[config.mk]
export PLATFORM = sky130hd
export DESIGN_NAME = usb_line_monitor
export DESIGN_NICKNAME = d
export VERILOG_FILES = /design/src/rtl/lsm_pkg.sv /design/src/rtl/lsm_sync.sv /design/src/rtl/lsm_filter.sv /design/src/rtl/lsm_idle_timer.sv /design/src/rtl/usb_line_monitor.sv
export SDC_FILE = /design/constraint.sdc
export NUM_CORES = 1
export LEC_CHECK = 0
export ABC_AREA = 1
export BUFFER_PORTS_ARGS = -buffer_cell sky130_fd_sc_hd__buf_2
export CAP_MARGIN = 10
export CORE_UTILIZATION = 41
export DETAILED_ROUTE_END_ITERATION = 8
export GPL_ROUTABILITY_DRIVEN = 0
export PLACE_DENSITY = 0.57
export RECOVER_POWER = 100
export SLEW_MARGIN = 30
export SYNTH_ARGS = -nofsm -noshare
export SYNTH_HDL_FRONTEND = slang
export SYNTH_SLANG_ARGS = --single-unit
[constraint.sdc]
create_clock -name clk -period 2.26 [get_ports clk]
set_input_delay 0.452 -clock clk [delete_from_list [all_inputs] [get_ports clk]]
set_output_delay 0.452 -clock clk [all_outputs]
set_load 0.03 [all_outputs]
[src/rtl/lsm_pkg.sv]
package lsm_pkg;

    typedef enum logic [1:0] {
        LS_SE0 = 2'b00,
        LS_J   = 2'b01,
        LS_K   = 2'b10,
        LS_SE1 = 2'b11
    } line_e;

    typedef enum logic [1:0] {
        MODE_HS_DEV  = 2'b00,
        MODE_FS      = 2'b01,
        MODE_LS_HOST = 2'b10,
        MODE_RSVD    = 2'b11
    } bus_mode_e;

    typedef enum logic {
        FLT_STEADY,
        FLT_PEND
    } flt_state_e;

    typedef enum logic [1:0] {
        IDL_OFF,
        IDL_COUNT,
        IDL_FIRED
    } idl_state_e;

    // Low-speed host swaps the J and K meanings of codes 01 and 10.
    function automatic line_e decode_line(input logic [1:0] code, input bus_mode_e mode);
        logic [1:0] v;
        v = code;
        if (mode == MODE_LS_HOST && (code == 2'b01 || code == 2'b10)) begin
            v = ~code;
        end
        return line_e'(v);
    endfunction

endpackage

[src/rtl/lsm_sync.sv]
module lsm_sync #(
    parameter int WIDTH  = 2,
    parameter int STAGES = 2
) (
    input  logic             clk,
    input  logic             rst,
    input  logic [WIDTH-1:0] d,
    output logic [WIDTH-1:0] q
);

    logic [WIDTH-1:0] chain [STAGES];

    always_ff @(posedge clk) begin
        if (rst) begin
            for (int i = 0; i < STAGES; i++) chain[i] <= '0;
        end else begin
            chain[0] <= d;
            for (int i = 1; i < STAGES; i++) chain[i] <= chain[i-1];
        end
    end

    assign q = chain[STAGES-1];

endmodule

[src/rtl/lsm_filter.sv]
module lsm_filter
    import lsm_pkg::*;
#(
    parameter int DWELL_W = 20
) (
    input  logic               clk,
    input  logic               rst,
    input  line_e              sample,
    output line_e              state_o,
    output logic               change_o,
    output logic [DWELL_W-1:0] dwell_o
);

    localparam logic [DWELL_W-1:0] DWELL_MAX = {DWELL_W{1'b1}};

    flt_state_e         fsm_q, fsm_nx;
    line_e              acc_q, acc_nx;
    line_e              cand_q, cand_nx;
    logic               chg_q, chg_nx;
    logic [DWELL_W-1:0] dwell_q, dwell_nx;

    always_ff @(posedge clk) begin
        if (rst) begin
            fsm_q   <= FLT_STEADY;
            acc_q   <= LS_SE0;
            cand_q  <= LS_SE0;
            chg_q   <= 1'b0;
            dwell_q <= '0;
        end else begin
            fsm_q   <= fsm_nx;
            acc_q   <= acc_nx;
            cand_q  <= cand_nx;
            chg_q   <= chg_nx;
            dwell_q <= dwell_nx;
        end
    end

    always_comb begin
        fsm_nx  = fsm_q;
        acc_nx  = acc_q;
        cand_nx = cand_q;
        chg_nx  = 1'b0;
        unique case (fsm_q)
            FLT_STEADY: begin
                if (sample != acc_q) begin
                    fsm_nx  = FLT_PEND;
                    cand_nx = sample;
                end
            end
            FLT_PEND: begin
                if (sample == cand_q) begin
                    acc_nx = cand_q;
                    chg_nx = 1'b1;
                    fsm_nx = FLT_STEADY;
                end else if (sample == acc_q) begin
                    fsm_nx = FLT_STEADY;
                end else begin
                    cand_nx = sample;
                end
            end
        endcase
        if (chg_nx) dwell_nx = '0;
        else if (dwell_q == DWELL_MAX) dwell_nx = dwell_q;
        else dwell_nx = dwell_q + 1'b1;
    end

    assign state_o  = acc_q;
    assign change_o = chg_q;
    assign dwell_o  = dwell_q;

endmodule

[src/rtl/lsm_idle_timer.sv]
module lsm_idle_timer
    import lsm_pkg::*;
#(
    parameter int IDLE_CLKS = 180000
) (
    input  logic      clk,
    input  logic      rst,
    input  line_e     line_i,
    input  bus_mode_e mode_i,
    output logic      reset_o
);

    localparam int CNT_W = $clog2(IDLE_CLKS + 1);
    localparam logic [CNT_W-1:0] LAST = CNT_W'(IDLE_CLKS - 1);

    idl_state_e       fsm_q, fsm_nx;
    logic [CNT_W-1:0] cnt_q, cnt_nx;
    logic             pulse_q, pulse_nx;
    logic             idle;

    assign idle = (line_i == LS_SE0) && (mode_i == MODE_HS_DEV);

    always_ff @(posedge clk) begin
        if (rst) begin
            fsm_q   <= IDL_OFF;
            cnt_q   <= '0;
            pulse_q <= 1'b0;
        end else begin
            fsm_q   <= fsm_nx;
            cnt_q   <= cnt_nx;
            pulse_q <= pulse_nx;
        end
    end

    always_comb begin
        fsm_nx   = fsm_q;
        cnt_nx   = cnt_q;
        pulse_nx = 1'b0;
        unique case (fsm_q)
            IDL_OFF: begin
                if (idle) begin
                    fsm_nx = IDL_COUNT;
                    cnt_nx = CNT_W'(1);
                end
            end
            IDL_COUNT: begin
                if (!idle) begin
                    fsm_nx = IDL_OFF;
                    cnt_nx = '0;
                end else if (cnt_q == LAST) begin
                    fsm_nx   = IDL_FIRED;
                    pulse_nx = 1'b1;
                end else begin
                    cnt_nx = cnt_q + 1'b1;
                end
            end
            IDL_FIRED: begin
                if (!idle) begin
                    fsm_nx = IDL_OFF;
                    cnt_nx = '0;
                end
            end
            default: begin
                fsm_nx = IDL_OFF;
                cnt_nx = '0;
            end
        endcase
    end

    assign reset_o = pulse_q;

endmodule

[src/rtl/usb_line_monitor.sv]
module usb_line_monitor
    import lsm_pkg::*;
#(
    parameter int IDLE_CLKS   = 180000,
    parameter int DWELL_W     = 20,
    parameter int SYNC_STAGES = 2
) (
    input  logic               clk,
    input  logic               rst,
    input  logic [1:0]         bus_mode,
    input  logic [1:0]         line_raw,
    output logic [1:0]         line_state,
    output logic               line_change,
    output logic               bus_reset,
    output logic [DWELL_W-1:0] dwell
);

    logic [1:0] raw_sync;
    line_e      decoded;
    line_e      accepted;
    bus_mode_e  mode;

    assign mode = bus_mode_e'(bus_mode);

    lsm_sync #(.WIDTH(2), .STAGES(SYNC_STAGES)) u_sync (
        .clk (clk),
        .rst (rst),
        .d   (line_raw),
        .q   (raw_sync)
    );

    assign decoded = decode_line(raw_sync, mode);

    lsm_filter #(.DWELL_W(DWELL_W)) u_filter (
        .clk      (clk),
        .rst      (rst),
        .sample   (decoded),
        .state_o  (accepted),
        .change_o (line_change),
        .dwell_o  (dwell)
    );

    lsm_idle_timer #(.IDLE_CLKS(IDLE_CLKS)) u_idle (
        .clk     (clk),
        .rst     (rst),
        .line_i  (accepted),
        .mode_i  (mode),
        .reset_o (bus_reset)
    );

    assign line_state = accepted;

endmodule

==> results.sh, run 1 <==
export IMPL_cts_resized_gates=0
export IMPL_finalCriticalPeriod_ns=1.94
export IMPL_maxSlewHeadroom=0.0751
export IMPL_ctsRootBufferMaster="clkbuf_8"
export IMPL_slowest_stage="dfxtp_1"
export IMPL_endpoint_kind="flip-flop"
export IMPL_cp_cell_sequence="ha_1 > nand2_1 > nor2_4 > inv_1 > nor2_4 > nand3_4 > nand3_2 > nand2_1 > a21oi_2"
export IMPL_met1_usage=0.281
export IMPL_routed_wl_um=6550
export IMPL_synth_nets=431
export IMPL_cap_viol_max_count=0
export IMPL_cts_tree="yes"
export IMPL_via_per_inst=4.83
export IMPL_die_area_mm2=0.00736
export IMPL_cts_made_buffers=5
export IMPL_hold_buffers=0
export IMPL_skew_ns=0.00632
export IMPL_met2_usage=0.289
export IMPL_vias=2656
export IMPL_initial_utilization=0.424
export IMPL_critical_path_class="flip-flop to flip-flop"
export IMPL_syn_area_per_cell_um2=6.81
export IMPL_grt_max_degree=24
export IMPL_worst_slack_ns=0.323
export IMPL_p_per_area_mw_per_mm2=520
export IMPL_yosys_warnings=0
export IMPL_required_ns=2.49
export IMPL_drc=0
export IMPL_synth_seq_cells=51
export IMPL_max_stage_delay_ns=0.43
export IMPL_max_freq_ghz=0.516
export IMPL_post_cts_setup_buffer_count=0
export IMPL_hp_class="primary input to flip-flop"
export IMPL_finalSetupViolCount=0
export IMPL_p_leak_nw=1.12
export IMPL_first_global_vias=2384
export IMPL_arrival_ns=2.17
export IMPL_ys_types=28
export IMPL_diodes=0
export IMPL_antenna_found_initial=0
export IMPL_place_inst=542
export IMPL_hold_violations=0
export IMPL_wire_per_inst_um=11.9
export IMPL_dpl_worst_slack_ns=0.415
export IMPL_pin_count=30
export IMPL_rsz0062_at_grt="no"
export IMPL_cts_max_level=2
export IMPL_ant_nets=0
export IMPL_die_w_um=85.8
export IMPL_syn_area_mm2=0.00288
export IMPL_grt_pass1_wl_um=11200
export IMPL_drt_iter0_drc=97
export IMPL_gr_usage_all_layers=0.191
export IMPL_tightest_slew_ns=1.39
export IMPL_port_buffers=29
export IMPL_grt_overflow=0
export IMPL_rows=30
export IMPL_use_met3=0.0327
export IMPL_fp_dieH_um=85.8
export IMPL_grt_busiest_layer="met2"
export IMPL_drive_above_1_share=0.0991
export IMPL_dp_hpwl_um=4880
export IMPL_drt_pass1_iter_count=4
export IMPL_instances_no_fill=550
export IMPL_timing_final_crit_share=0.857
export IMPL_start_kind="flip-flop"
export IMPL_tns_ns=0
export IMPL_status="finished clean"
export IMPL_clockBufferDepth=2
export IMPL_path_delay_family="simple AND/OR/NAND/NOR gates"
export IMPL_layout_nets=461
export IMPL_core_mm2=0.00679
export IMPL_clk_latency_ns=0.31
export IMPL_ir_drop_uv=285
export IMPL_cts_num_sinks=51
export IMPL_worst_path_buf_inv=1
export IMPL_clk_pin_slew_ns=0.10
export IMPL_yosysSeqAreaShare=0.355
export IMPL_drv_slew=0
export IMPL_cp_max_fo=17
export IMPL_syn2layout_area_growth_pct=8.34
export IMPL_postSynthCellCount=423
==> cells by family after synthesis <==
kind of cell | after synthesis | share of synthesized area
adders and majority gates | 2 | 0.00869
and+or+nand+nor | 268 | 0.431
xor gates and xnor gates | 22 | 0.0669
AOI/OAI and AO/OA | 26 | 0.0569
buffers and inverters | 54 | 0.0817
DFF | 51 | 0.355
==> per-layer routing <==
metal / routed length [um] / vias to the layer above
li1: - / 1392
met1: 3470 / 1207
met2: 2720 / 55
met3: 323 / 2
met4: 38 / 0
met5: 0 / -
==> worst register-to-register path: cells and delay by family (launching register included) <==
family                     cells  cell delay (ns)
buffers and inverters          1             0.11
adders and majority gates      1             0.19
and+or+nand+nor                6             0.97
DFF                            1             0.43
AOI/OAI and AO/OA              1             0.14
==> cells in the final DEF, fill, tap and decap left out, drive strengths merged <==
cell type,n
or2,2
nand3,32
buf,4
clkinv,1
clkinvlp,1
dfxtp,51
ha,2
nand4,15
nor2,88
nor4,1
nand2,118
a21oi,22
nor3,10
xor2,15
xnor2,7
o21ai,4
clkbuf,30
inv,49
nand3b,2
==> registers in the layout (all words and copies together) (netlist names) <==
name / flops
u_filter.dwell_o: 20
u_idle.cnt_q: 18
u_sync.chain: 4
u_filter.cand_q: 2
u_filter.state_o: 2
u_idle.fsm_q: 2
u_filter.change_o: 1
u_filter.fsm_q: 1
u_idle.reset_o: 1
==> cell type report <==
type                    instances  area, um2
repair buffers                 29        114
well taps                      96        120
fillers                       743       3670
clock inverters                 3       23.8
clock buffers                   5       68.8
multi-input cells             318       1590
inverters                      48        180
flip-flops and latches         51       1020
==> through the flow <==
| step | total power [W] | util | cell area (um2) | hold slack [ns] |
|---|---|---|---|---|
| after floorplan | 0.00106 | - | 2880 | 0.388 |
| after global routing | 0.00170 | 0.459 | 3120 | 0.326 |
| after global placement | 0.00109 | 0.455 | 3090 | 0.390 |
| final | 0.00162 | 0.459 | 3120 | 0.334 |
| after detailed placement | 0.00110 | 0.455 | 3090 | 0.398 |
| after CTS | 0.00166 | 0.468 | 3180 | 0.324 |
==> synth_stat cells (all sizes together) <==
master    n  area, um2
nand2   118        490
nor2     88        383
dfxtp    51       1020
inv      48        180
nand3    32        190
a21oi    22        144
nand4    15       93.8
xor2     15        131
nor3     10       50.1
xnor2     7       61.3
buf       4       47.5
o21ai     4       20.0
clkbuf    2       7.51
ha        2       25.0
nand3b    2       15.0
or2       2       12.5
nor4      1       6.26
==> path summary, 6_finish.rpt <==
path	endpoint	start	cells past startpoint	slack [ns]
min reg2reg	u_sync.chain[0][2]	u_sync.chain[0][0]	2	0.41
min	u_sync.chain[0][1]	line_raw[1]	3	0.33
max	u_idle.cnt_q[16]	u_idle.cnt_q[0]	9	0.32
max reg2reg	u_idle.cnt_q[16]	u_idle.cnt_q[0]	9	0.32
==> power breakdown <==
group	switching [W]	leakage [nW]	internal [W]
sequential	0.0000178	0.413	0.000917
clock	0.000330	0.0461	0.000224
combinational	0.0000973	0.660	0.0000351
total	0.000445	1.12	0.00118
Power figures use the tool's default switching activity.
==> run 2, diff against run 1 <==
Settings changed: ABC_AREA 1 to not set, CORE_MARGIN set to 2.
==> run 2 against run 1 <==
  * Largest cell class unchanged
  * Setup slack got worse by 0.18 ns
  * Combinational power barely moved
  * Design area fell by 4.5%
  * First-iteration DRC count rose by 24%
  * Wire length fell by 9.1%
  * Synthesized cell count fell by 24%
  * Critical path depth fell by 4
  * Non-clock buffer count rose by 13
  * Clock-buffer cell count rose by 1
==> results.sh, run 2 <==
export IMPL_drt_pass1_iter_count=4
export IMPL_yosys_area_top_type_share=0.388
export IMPL_critical_path_class="flip-flop to flip-flop"
export IMPL_ys_types=49
export IMPL_rsz0062_at_grt="no"
export IMPL_fillers=658
export IMPL_synth_edf_count=0
export IMPL_dpl_worst_slack_ns=0.0221
export IMPL_hp_class="primary input to flip-flop"
export IMPL_antenna_found_initial=0
export IMPL_maxSlewHeadroom=0.244
export IMPL_drv_slew=0
export IMPL_hold_violations=0
export IMPL_vias=2429
export IMPL_regArea_mm2=0.00102
export IMPL_grt_pass1_wl_um=10300
export IMPL_synth_nets=330
export IMPL_finalCriticalPeriod_ns=2.12
export IMPL_ir_drop_uv=280
export IMPL_clk_latency_ns=0.30
export IMPL_grt_overflow=0
export IMPL_start_kind="flip-flop"
export IMPL_yosys_warnings=0
export IMPL_synthTopCellsByCount="51 x dfxtp_1, 44 x nor2_1, 21 x a21oi_1"
export IMPL_cp_max_fo=9
export IMPL_rows=29
export IMPL_routed_wl_um=5950
export IMPL_multi_input_area_mm2=0.00152
export IMPL_clk_pin_slew_ns=0.10
export IMPL_arrival_ns=2.36
export IMPL_yosysSeqAreaShare=0.388
export IMPL_pin_count=30
export IMPL_wl_met1_um=3050
export IMPL_hp_start="line_raw[0]"
export IMPL_required_ns=2.50
export IMPL_hold_buffers=0
export IMPL_skew_ns=0.00906
export IMPL_syn_area_per_cell_um2=8.16
export IMPL_cts_tree="yes"
export IMPL_finalSetupViolCount=0
export IMPL_synthArstFlopShare=0
export IMPL_via_per_inst=5.61
export IMPL_p_leak_nw=0.972
export IMPL_initial_utilization=0.419
export IMPL_cap_viol_max_count=0
export IMPL_worst_slack_ns=0.142
export IMPL_post_cts_setup_buffer_count=0
export IMPL_gr_usage_all_layers=0.174
export IMPL_synth_seq_cells=51
export IMPL_syn2layout_area_growth_pct=13.3
export IMPL_clockBufferDepth=2
export IMPL_die_area_mm2=0.00707
export IMPL_first_global_vias=2236
export IMPL_fp_dieH_um=84.1
export IMPL_endpoint_kind="flip-flop"
export IMPL_cts_resized_gates=0
export IMPL_synth_flop_cell="dfxtp_1"
export IMPL_die_w_um=84.1
export IMPL_tightest_slew_ns=1.13
export IMPL_top_layer_used="met4"
export IMPL_dr_wl_met2_um=2620
export IMPL_final_common_cell="dfxtp_1"
export IMPL_postSynthCellCount=322
export IMPL_timing_final_crit_share=0.937
export IMPL_synth_most_common_cell="dfxtp_1"
export IMPL_ant_nets=0
export IMPL_p_per_area_mw_per_mm2=581
export IMPL_dp_hpwl_um=4240
export IMPL_tns_ns=0
export IMPL_max_freq_ghz=0.472
export IMPL_layout_nets=363
export IMPL_r2r_start="u_filter.state_o[0]"
export IMPL_startpoint="u_filter.state_o[0]"
export IMPL_final_cell_mix="51 x dfxtp_1, 44 x nor2_1, 26 x clkbuf_1"
export IMPL_wl_met3_um=223
export IMPL_drc=0
export IMPL_cts_max_level=2
export IMPL_grt_max_degree=27
export IMPL_cts_made_buffers=5
export IMPL_ctsRootBufferMaster="clkbuf_8"
export IMPL_drive_above_1_share=0.0927
export IMPL_wire_per_inst_um=13.7
export IMPL_largest_reg_flops=20
export IMPL_core_mm2=0.00628
export IMPL_port_buffers=29
export IMPL_cts_num_sinks=51
export IMPL_diodes=0
export IMPL_yosys_top_cells_area="dfxtp_1 39%, nor2_1 6.3%, a21oi_1 4.0%"
export IMPL_status="finished clean"
export IMPL_synth_largest_area_cell="dfxtp_1"
export IMPL_syn_area_mm2=0.00263
export IMPL_drt_iter0_drc=120
## run 2: metrics by stage
step,power [W],instance area (um2),cells,hold WS [ns],utilization
floorplan,0.00105,2630,322,0.414,-
global placement,0.00109,2900,425,0.418,0.462
detailed placement,0.00110,2900,425,0.428,0.462
CTS,0.00176,3020,433,0.345,0.481
global route,0.00181,2980,433,0.354,0.475
finish,0.00173,2980,433,0.355,0.475
## run 2: final timing paths
| kind | to | slack [ns] | cells after the start |
|---|---|---|---|
| worst max-delay path | u_idle.cnt_q[17] | 0.14 | 5 |
| worst min-delay path | u_sync.chain[0][0] | 0.36 | 2 |
| worst max register to register | u_idle.cnt_q[17] | 0.14 | 5 |
| worst min register to register | u_sync.chain[0][3] | 0.45 | 1 |
## run 2: layout make-up
type,count,area share
clock inverters,2,0.0118
multi-input cells,251,0.512
well taps,77,0.0323
clock buffers,6,0.0277
inverters,4,0.00504
flip-flops and latches,51,0.343
repair buffers,42,0.0689
## run 2: metal layers
| layer | vias up | track usage |
|---|---|---|
| met4 | 0 | 0.0440 |
| met3 | 7 | 0.0336 |
| met1 | 1136 | 0.236 |
| met2 | 42 | 0.282 |
| met5 | - | 0 |
| li1 | 1244 | - |
## run 2: critical path: stages, from the launching register on
cell	delay (ns)
dfxtp_1	0.39
or4_1	0.63
or3_4	0.44
a21oi_2	0.28
a41oi_1	0.17
a31oi_1	0.15
## run 2: logic make-up after synthesis
family          share of synthesized area
fa+ha+maj                         0.00952
flops                               0.388
mux                                0.0267
buf+inv                            0.0319
xor+xnor                           0.0533
compound gates                      0.186
simple gates                        0.304
## run 2: power by group
group | total [W] | switching [W] | internal (W)
clock network | 0.000660 | 0.000301 | 0.000359
registers | 0.000939 | 0.0000233 | 0.000916
logic | 0.000134 | 0.0000832 | 0.0000505
==> run 3, diff against run 2 <==
Settings changed: PLACE_DENSITY 0.57 to 0.68.
==> run 3 against run 2 <==
  * Clock power rose by 12%
  * Register-to-register slack improved by 0.05 ns
  * First-iteration DRC count increased by 23%
  * Final cell count increased by 0.92%
  * Highest routed layer unchanged
  * Total power increased by 4.9%
  * Non-clock buffer count rose by 4
==> results.sh, run 3 (same netlist as run 2, synthesis figures left out) <==
export IMPL_critical_path_class="flip-flop to flip-flop"
export IMPL_instances_no_fill=437
export IMPL_antenna_found_initial=0
export IMPL_diodes=0
export IMPL_gr_usage_all_layers=0.170
export IMPL_cts_max_level=2
export IMPL_first_global_vias=2244
export IMPL_arrival_ns=2.27
export IMPL_final_common_cell="dfxtp_1"
export IMPL_layout_nets=367
export IMPL_max_freq_ghz=0.483
export IMPL_timing_final_crit_share=0.916
export IMPL_cts_num_sinks=51
export IMPL_ctsRootBufferMaster="clkbuf_8"
export IMPL_die_area_mm2=0.00707
export IMPL_finalSetupViolCount=0
export IMPL_multi_input_area_mm2=0.00152
export IMPL_place_inst=429
export IMPL_dp_hpwl_um=4160
export IMPL_maxSlewHeadroom=0.205
export IMPL_initial_utilization=0.419
export IMPL_tns_ns=0
export IMPL_via_per_inst=5.63
export IMPL_tightest_slew_ns=1.19
export IMPL_cts_made_buffers=5
export IMPL_skew_ns=0.00701
export IMPL_pin_count=30
export IMPL_wire_per_inst_um=13.1
export IMPL_utilization=0.482
export IMPL_cap_viol_max_count=0
export IMPL_hold_violations=0
export IMPL_vias=2461
export IMPL_p_leak_nw=0.993
export IMPL_post_cts_setup_buffer_count=0
export IMPL_ant_nets=0
export IMPL_required_ns=2.46
export IMPL_cts_resized_gates=0
export IMPL_finalCriticalPeriod_ns=2.07
export IMPL_cts_tree="yes"
export IMPL_final_cell_mix="51 x dfxtp_1, 44 x nor2_1, 27 x clkbuf_1"
export IMPL_hp_class="primary input to flip-flop"
export IMPL_cp_max_fo=9
export IMPL_largest_reg_flops=20
export IMPL_drt_iter0_drc=147
export IMPL_fp_dieH_um=84.1
export IMPL_regArea_mm2=0.00102
export IMPL_drt_pass1_iter_count=4
export IMPL_hold_buffers=0
export IMPL_die_w_um=84.1
export IMPL_drive_above_1_share=0.100
export IMPL_start_kind="flip-flop"
export IMPL_routed_wl_um=5720
export IMPL_clk_latency_ns=0.30
export IMPL_drv_slew=0
export IMPL_status="finished clean"
export IMPL_endpoint_kind="flip-flop"
export IMPL_core_mm2=0.00628
export IMPL_clk_pin_slew_ns=0.10
export IMPL_p_per_area_mw_per_mm2=600
export IMPL_grt_max_degree=27
export IMPL_grt_overflow=0
export IMPL_ir_drop_uv=300
export IMPL_rows=29
export IMPL_drc=0
export IMPL_fillers=643
export IMPL_syn2layout_area_growth_pct=15.1
export IMPL_rsz0062_at_grt="no"
export IMPL_clockBufferDepth=2
export IMPL_port_buffers=29
export IMPL_grt_pass1_wl_um=10300
-- run 3: changes by cell type in the layout (fill, tap and decap cells not counted) --
cell	delta
clkbuf_8	-1
buf_4	+3
bufinv_16	+1
clkinv_2	-1
clkbuf_1	+1
buf_2	-1
clkinvlp_4	+1
clkbuf_4	+1
-- run 3: metal layers --
layer  wire length [um]  vias to the layer above  share of wire  global-route usage
li1                   -                     1253              -                   -
met1               2730                     1130           0.48               0.233
met2               2680                       73           0.47               0.279
met3                276                        5          0.048              0.0297
met4                 31                        0         0.0054              0.0367
met5                  0                        -              0                   0
-- run 3: where the power goes --
| part | switching (W) | total, W | internal (W) |
|---|---|---|---|
| clock network | 0.000300 | 0.000741 | 0.000441 |
| logic | 0.0000846 | 0.000139 | 0.0000544 |
| registers | 0.0000207 | 0.000936 | 0.000916 |
-- run 3: path summary, 6_finish.rpt --
check | start | endpoint | slack [ns] | cells past startpoint
worst max register to register | u_filter.state_o[0] | u_idle.cnt_q[3] | 0.19 | 7
worst max-delay path | u_filter.state_o[0] | u_idle.cnt_q[3] | 0.19 | 7
worst min-delay path | line_raw[0] | u_sync.chain[0][0] | 0.35 | 2
worst min register to register | u_sync.chain[0][1] | u_sync.chain[0][3] | 0.45 | 1
-- run 3: critical path: stages (launching register included) --
cell	delay (ns)
dfxtp_1	0.39
or4_1	0.62
clkbuf_4	0.19
nor2_1	0.10
buf_4	0.16
clkbuf_1	0.16
nand2_1	0.08
a311oi_1	0.27
-- run 3: metrics by stage --
stage | hold WS, ns | setup WS, ns | power [W] | area [um2]
after global placement | 0.419 | 0.131 | 0.00110 | 2930
after floorplan | 0.414 | 0.111 | 0.00105 | 2630
after CTS | 0.346 | 0.210 | 0.00184 | 3070
final | 0.354 | 0.190 | 0.00182 | 3030
after global routing | 0.346 | 0.0498 | 0.00190 | 3030
after detailed placement | 0.429 | 0.0881 | 0.00110 | 2930
-- run 3: final cells by class --
cell class                      count  area share
Multi-Input combinational cell    251       0.504
Timing Repair Buffer               46      0.0773
Clock inverter                      3      0.0223
Tap cell                           77      0.0318
Sequential cell                    51       0.337
Inverter                            4     0.00496
Clock buffer                        5      0.0227
